==> config.mk <==
export PLATFORM = sky130hd
export DESIGN_NAME = pcl_unit
export DESIGN_NICKNAME = d
export VERILOG_FILES = /design/src/rtl/pcl_pkg.sv /design/src/rtl/pcl_decode.sv /design/src/rtl/pcl_latch_bank.sv /design/src/rtl/pcl_counter.sv /design/src/rtl/pcl_read_mux.sv /design/src/rtl/pcl_unit.sv
export SDC_FILE = /design/constraint.sdc
export NUM_CORES = 1
export LEC_CHECK = 0
export BUFFER_PORTS_ARGS = -buffer_cell sky130_fd_sc_hd__buf_4
export CAP_MARGIN = 20
export CELL_PAD_IN_SITES_DETAIL_PLACEMENT = 0
export CELL_PAD_IN_SITES_GLOBAL_PLACEMENT = 1
export CORE_AREA = 2 2 81 83
export DETAILED_ROUTE_END_ITERATION = 7
export DIE_AREA = 0 0 83 85
export PLACE_DENSITY = 0.87
export SLEW_MARGIN = 5
export SYNTH_ARGS = -nofsm -noshare
export SYNTH_HDL_FRONTEND = slang
export SYNTH_HIERARCHICAL = 1
export SYNTH_SLANG_ARGS = --single-unit
==> constraint.sdc <==
create_clock -name clk -period 2.6 [get_ports clk]
set_input_delay 0.65 -clock clk [delete_from_list [all_inputs] [get_ports clk]]
set_output_delay 0.65 -clock clk [all_outputs]
set_load 0.01 [all_outputs]
==> src/rtl/pcl_pkg.sv <==
package pcl_pkg;

    localparam int BYTE_W     = 8;
    localparam int WORD_BYTES = 2;

    typedef enum logic [1:0] {
        SEL_LOW   = 2'd0,
        SEL_HIGH  = 2'd1,
        SEL_UPPER = 2'd2,
        SEL_NONE  = 2'd3
    } pcl_sel_e;

    typedef enum logic [1:0] {
        UPD_HOLD = 2'd0,
        UPD_STEP = 2'd1,
        UPD_LOAD = 2'd2
    } pcl_upd_e;

    typedef struct packed {
        pcl_upd_e upd;
        logic     use_add;
        logic     hi_wr;
        logic     up_wr;
        logic     refresh;
    } pcl_ctrl_t;

    function automatic logic [BYTE_W-1:0] pcl_align(input logic [BYTE_W-1:0] b);
        return {b[BYTE_W-1:1], 1'b0};
    endfunction

endpackage

==> src/rtl/pcl_decode.sv <==
module pcl_decode
    import pcl_pkg::*;
(
    input  logic       inc_en,
    input  logic       add_en,
    input  logic [1:0] reg_addr,
    input  logic       reg_wr,
    input  logic       reg_rd,
    output pcl_ctrl_t  ctrl
);

    pcl_sel_e sel;
    logic     rd_eff;

    always_comb begin
        sel    = pcl_sel_e'(reg_addr);
        rd_eff = reg_rd & ~reg_wr;

        ctrl         = '0;
        ctrl.upd     = UPD_HOLD;
        ctrl.hi_wr   = reg_wr && (sel == SEL_HIGH);
        ctrl.up_wr   = reg_wr && (sel == SEL_UPPER);
        ctrl.refresh = rd_eff && (sel == SEL_LOW);

        if (add_en) begin
            ctrl.upd     = UPD_LOAD;
            ctrl.use_add = 1'b1;
        end else if (reg_wr && (sel == SEL_LOW)) begin
            ctrl.upd     = UPD_LOAD;
            ctrl.use_add = 1'b0;
        end else if (inc_en) begin
            ctrl.upd     = UPD_STEP;
        end
    end

endmodule

==> src/rtl/pcl_latch_bank.sv <==
module pcl_latch_bank
    import pcl_pkg::*;
#(
    parameter int UP_W = 5
) (
    input  logic              clk,
    input  logic              rst,
    input  pcl_ctrl_t         ctrl,
    input  logic [BYTE_W-1:0] hi_wdata,
    input  logic [UP_W-1:0]   up_wdata,
    input  logic [BYTE_W-1:0] pc_hi,
    input  logic [UP_W-1:0]   pc_up,
    output logic [BYTE_W-1:0] hi_q,
    output logic [UP_W-1:0]   up_q
);

    always_ff @(posedge clk) begin
        if (rst) begin
            hi_q <= '0;
            up_q <= '0;
        end else begin
            if (ctrl.hi_wr) begin
                hi_q <= hi_wdata;
            end else if (ctrl.refresh) begin
                hi_q <= pc_hi;
            end
            if (ctrl.up_wr) begin
                up_q <= up_wdata;
            end else if (ctrl.refresh) begin
                up_q <= pc_up;
            end
        end
    end

endmodule

==> src/rtl/pcl_counter.sv <==
module pcl_counter
    import pcl_pkg::*;
#(
    parameter int ADDR_W = 21
) (
    input  logic                 clk,
    input  logic                 rst,
    input  pcl_ctrl_t            ctrl,
    input  logic [BYTE_W-1:0]    wdata,
    input  logic [BYTE_W-1:0]    add_val,
    input  logic [BYTE_W-1:0]    hi_q,
    input  logic [ADDR_W-17:0]   up_q,
    output logic [ADDR_W-1:0]    pc_q
);

    localparam logic [ADDR_W-1:0] STEP = ADDR_W'(WORD_BYTES);

    logic [BYTE_W-1:0] jump_src;
    logic [ADDR_W-1:0] pc_d;

    always_comb begin
        jump_src = ctrl.use_add ? (pc_q[BYTE_W-1:0] + add_val) : wdata;
        case (ctrl.upd)
            UPD_STEP: pc_d = pc_q + STEP;
            UPD_LOAD: pc_d = {up_q, hi_q, pcl_align(jump_src)};
            default:  pc_d = pc_q;
        endcase
    end

    always_ff @(posedge clk) begin
        if (rst) begin
            pc_q <= '0;
        end else begin
            pc_q <= pc_d;
        end
    end

endmodule

==> src/rtl/pcl_read_mux.sv <==
module pcl_read_mux
    import pcl_pkg::*;
#(
    parameter int UP_W = 5
) (
    input  logic [1:0]        reg_addr,
    input  logic [BYTE_W-1:0] pc_low,
    input  logic [BYTE_W-1:0] hi_q,
    input  logic [UP_W-1:0]   up_q,
    output logic [BYTE_W-1:0] rdata
);

    logic [BYTE_W-1:0] up_ext;

    generate
        if (UP_W < BYTE_W) begin : g_pad
            assign up_ext = {{(BYTE_W-UP_W){1'b0}}, up_q};
        end else begin : g_full
            assign up_ext = up_q[BYTE_W-1:0];
        end
    endgenerate

    always_comb begin
        case (pcl_sel_e'(reg_addr))
            SEL_LOW:   rdata = pc_low;
            SEL_HIGH:  rdata = hi_q;
            SEL_UPPER: rdata = up_ext;
            default:   rdata = '0;
        endcase
    end

endmodule

==> src/rtl/pcl_unit.sv <==
module pcl_unit
    import pcl_pkg::*;
#(
    parameter int ADDR_W = 21
) (
    input  logic              clk,
    input  logic              rst,
    input  logic              inc_en,
    input  logic              add_en,
    input  logic [7:0]        add_val,
    input  logic [1:0]        reg_addr,
    input  logic              reg_wr,
    input  logic              reg_rd,
    input  logic [7:0]        reg_wdata,
    output logic [7:0]        reg_rdata,
    output logic [ADDR_W-1:0] fetch_addr
);

    localparam int UP_W = ADDR_W - 2 * BYTE_W;

    pcl_ctrl_t         ctrl;
    logic [BYTE_W-1:0] hi_latch;
    logic [UP_W-1:0]   up_latch;
    logic [ADDR_W-1:0] pc_q;

    pcl_decode u_decode (
        .inc_en   (inc_en),
        .add_en   (add_en),
        .reg_addr (reg_addr),
        .reg_wr   (reg_wr),
        .reg_rd   (reg_rd),
        .ctrl     (ctrl)
    );

    pcl_latch_bank #(.UP_W(UP_W)) u_latch (
        .clk      (clk),
        .rst      (rst),
        .ctrl     (ctrl),
        .hi_wdata (reg_wdata),
        .up_wdata (reg_wdata[UP_W-1:0]),
        .pc_hi    (pc_q[2*BYTE_W-1:BYTE_W]),
        .pc_up    (pc_q[ADDR_W-1:2*BYTE_W]),
        .hi_q     (hi_latch),
        .up_q     (up_latch)
    );

    pcl_counter #(.ADDR_W(ADDR_W)) u_counter (
        .clk     (clk),
        .rst     (rst),
        .ctrl    (ctrl),
        .wdata   (reg_wdata),
        .add_val (add_val),
        .hi_q    (hi_latch),
        .up_q    (up_latch),
        .pc_q    (pc_q)
    );

    pcl_read_mux #(.UP_W(UP_W)) u_rmux (
        .reg_addr (reg_addr),
        .pc_low   (pc_q[BYTE_W-1:0]),
        .hi_q     (hi_latch),
        .up_q     (up_latch),
        .rdata    (reg_rdata)
    );

    assign fetch_addr = pc_q;

endmodule

==> results.txt <==
On the worst path, the slowest cell contributes a delay of between 0.4 and 0.5 ns. The floorplan step set the die height to 85 um. The synthesized netlist cell count is 299.

The largest net degree at the start of global routing is 40. The net count after synthesis is 331. The number of cells traversed by the worst hold path came out at 2. The number of synthesized register bits came out at 33. The accumulated negative setup slack came out at 0 ns.

The min-delay analysis places its worst path in the category reg -> reg. TritonCTS created 5 clock buffers. The placeable core region came out at 0.006205 mm2. In this run the register-to-register setup slack is roughly 0.44 ns. Across the run, the number of max-cap violations was 0. The number of synthesized flops with an enable pin is 0.

The worst hold path begins at u_counter/pc_q[9]. The startpoint identified for the worst register-to-register timing path is u_counter/pc_q[2]. The first global-routing pass estimated 12,050 um of wire. The highest clock frequency the design can meet came out at between 0.4 and 0.5 GHz. The worst setup path is launched from an input pin. The HPWL after detailed placement came out at ~5400 um.

The worst path buffer plus inverter count is 3. For this run, design rule violations remaining after detail routing come to 0. The sequential fraction of design power came out at 43.8%. STA puts the critical path data arrival time at 2.50 ns. The final antenna diode count came out at 0.

The number of hold buffers added after CTS is 0. The switching share of power came out at 32.49%. The post-route clock period utilization came out at 88.09%. In this run the critical register-to-register path is captured at u_counter/pc_q[19]. The fill cell instance count of the final layout is 610. For this run, the register share of the synthesized area comes to a little over a quarter.

The combinational cell fraction of total power is 27.6%. The number of global-route vias before repair is 2,447. The number of cells on the worst reg-to-reg path is 6.

The clock network latency to the later pin of the worst-skew pair came out at 0.29 ns. The internal power came out at ~0.9 mW. The destination of the worst hold path is u_counter/pc_q[9]. The cell chosen for the clock root is clkbuf_8. The pre-CTS setup slack is between 0.02 and 0.03 ns. After detailed routing, the total wire length is ~7300 um. Across all layers, the routed design uses ~2,500 vias. The clock passes through at most 2 buffers.

The critical path is of the in -> reg type. The number of warnings issued by yosys is 6. Once the floorplan was initialized, standard cells occupied between 40% and 50% of the core. The proportion of layout cells with a drive suffix above 1 is between 20% and 30%. The share of power burned in the clock network came out at roughly 29%.

The number of rows created at floorplan is 29. The run finished with clean final reports. The congestion estimate from routability-driven global placement came to a little over 0.9. The growth of design area from synthesis to finish is 22.16%.

The shortest clock period the worst path allows after layout is approximately 2.3 ns. The net switching component of the power came out at 0.4311 mW. The top fanout value on the critical path came out at 8. The count of TritonRoute iterations in the first routing pass is 4. The horizontal die dimension came out at between 80 and 90 um.

The total grt overflow is 0. Counting flops with an async set or reset pin after synthesis yields a share of 0%. Dividing the detail-routed wire length by the instance count gives around 17 um. TritonCTS built the clock tree. In the layout the commonest cells are buf_4 (66), dfxtp_1 (33), mux2i_1 (22).

The number of placed I/O pins came out at 53. The final max-slew violation count is 0. The required time of the critical path came out at 2.81 ns. The largest individual stage delay along the critical path comes from the cell nor3_1. The number of clock sinks is 33. The mean post-synth cell area is approximately 8.3 um2. The CTS clock-pin slew for the worst setup and hold paths is 0.07 ns. The post-route clock skew is 0.005164 ns. Leaving out fill and tap cells, the most frequent cell in the layout is buf_4. The post-CTS resize count came out at 0. The count of unique library cells instantiated by Yosys is 62.

The critical path goes through buf_4, nor3b_2, nor3b_1, inv_1, ha_1, inv_1, nor3_1, nand3b_1, mux2_2, o211ai_1. By instance count, the cell type seen most on the critical path is inv_1. The leakage power summed over all cells is 1.158 nW. Setup repair after global routing left no endpoint under its margin. In the synthesized netlist the dominant register cell turns out to be dfxtp_1. STA classifies the critical path endpoint as a flop.

The first routing iteration left 175 violations. The mean number of vias per cell came out at 5.869. The category of cells accounting for the largest share of critical-path delay is simple AND/OR/NAND/NOR gates.

Setup violations remaining at the end of the flow were counted as 0. Post-CTS timing repair inserted 0 buffers for setup. The H-tree was split into 2 levels. The number of nets in the finished design came out at 383. In the global route stage, overall resource usage came out at 21.02%. The die footprint is 0.007055 mm2. The number of antenna violations at the first check in global routing came out at 0. The cell area that synthesis handed to floorplanning was 0.002485 mm2. The peak supply drop is 0.2243 mV.

The post-detailed-route count of antenna-violating nets is 0. For this design the ratio of total power to cell area is 437.1 mW/mm2. The final worst setup slack came out at between 0.3 and 0.4 ns.

The number of buffers inserted by port buffering came out at 50. The number of hold-slack violations in the final timing report is 0.
cells in the mapped netlist, types with 2 or more instances:
library cell	count	area share, %
clkbuf_1	10	1.5
a32oi_1	2	0.71
nor3_1	5	1.0
mux2i_1	22	8.9
mux2_2	3	1.4
nor3b_1	4	1.2
nand3_1	8	1.6
nand4_1	4	1.0
a31oi_1	6	1.5
o211ai_1	2	0.60
xor2_1	2	0.71
nor2_1	20	3.0
nor3_4	2	1.3
and4_1	3	1.1
buf_4	2	0.60
inv_1	10	1.5
a21boi_0	2	0.60
and2_1	2	0.50
nor2b_1	16	4.0
a211oi_1	20	6.0
xnor2_1	2	0.71
or4_1	2	0.60
o32ai_1	2	0.71
a22oi_1	2	0.60
ha_1	8	4.0
a21oi_1	15	3.0
o2bb2ai_1	7	2.5
nand3b_1	5	1.5
dfxtp_1	33	27
o21ai_0	20	4.0
buf_6	3	1.4
buf_2	2	0.40
a21o_1	3	0.91
or3_1	3	0.76
nand2_1	18	2.7
buf_1	3	0.45
worst min-delay path: stages, from the launching register on:
cell	delay (ns)
dfxtp_1	0.37
nand2_1	0.08
a21oi_1	0.05
power by group through the flow:
stage                     sequential, mW  combinational [mW]  clock, mW
after floorplan                    0.583               0.221          0
after global routing               0.585               0.404      0.414
final                              0.581               0.366      0.380
after detailed placement           0.592               0.363          0
after CTS                          0.580               0.365      0.387
after global placement             0.592               0.358          0
flip-flops by register name (all words and copies together) (netlist names):
| name | count |
|---|---|
| u_latch/hi_q | 8 |
| u_counter/pc_q | 20 |
| u_latch/up_q | 5 |
layer usage:
layer	vias up	global-route usage [%]	routed length, um
li1	1227	-	-
met1	1193	26.55	3069
met2	85	35.34	3543
met3	13	4.475	550
met4	0	7.899	170
met5	-	0	0
layout make-up:
cell class / instances / area [um2] / share of cell area, %
Inverter: 10 / 37.54 / 1.237
Tap cell: 77 / 96.34 / 3.174
Timing Repair Buffer: 66 / 495.5 / 16.32
Multi-Input combinational cell: 235 / 1665 / 54.86
Sequential cell: 33 / 660.6 / 21.76
Clock buffer: 8 / 80.08 / 2.638
logic make-up (layout without fill, tap and decap cells):
group / Yosys count / after routing / share of synthesized area [%]
buffers and inverters: 31 / 84 / 6.647
AOI/OAI and AO/OA: 95 / 95 / 26.23
xor gates and xnor gates: 4 / 4 / 1.410
DFF: 33 / 33 / 26.59
muxes: 25 / 25 / 10.22
other: 1 / 1 / 0.1509
adders and majority gates: 8 / 8 / 4.028
and+or+nand+nor: 102 / 102 / 24.72
worst max path at each step:
stage	endpoint	depth (start not counted)	start	slack, ns
2_1_floorplan	u_counter/pc_q[20]	7	reg_wr	0.35
3_3_place_gp	u_counter/pc_q[7]	10	reg_addr[1]	0.10
3_5_place_dp	u_counter/pc_q[7]	10	reg_addr[1]	0.03
4_1_cts	u_counter/pc_q[7]	10	reg_addr[1]	0.33
5_1_grt	u_counter/pc_q[7]	10	reg_addr[1]	0.05
6_report	u_counter/pc_q[7]	10	reg_addr[1]	0.31
through the flow:
| step | hold slack [ns] | area, um2 | util [%] | std cells | total power, mW |
|---|---|---|---|---|---|
| 2_1_floorplan | 0.5118 | 2485 | - | 299 | 0.8043 |
| 3_3_place_gp | 0.5450 | 2955 | 47.63 | 421 | 0.9495 |
| 3_5_place_dp | 0.5437 | 2955 | 47.63 | 421 | 0.9546 |
| 4_1_cts | 0.5539 | 3035 | 48.92 | 429 | 1.332 |
| 5_1_grt | 0.5945 | 3035 | 48.92 | 429 | 1.403 |
| 6_report | 0.5485 | 3035 | 48.92 | 429 | 1.327 |
No activity file was read; power rests on OpenSTA's default activity.
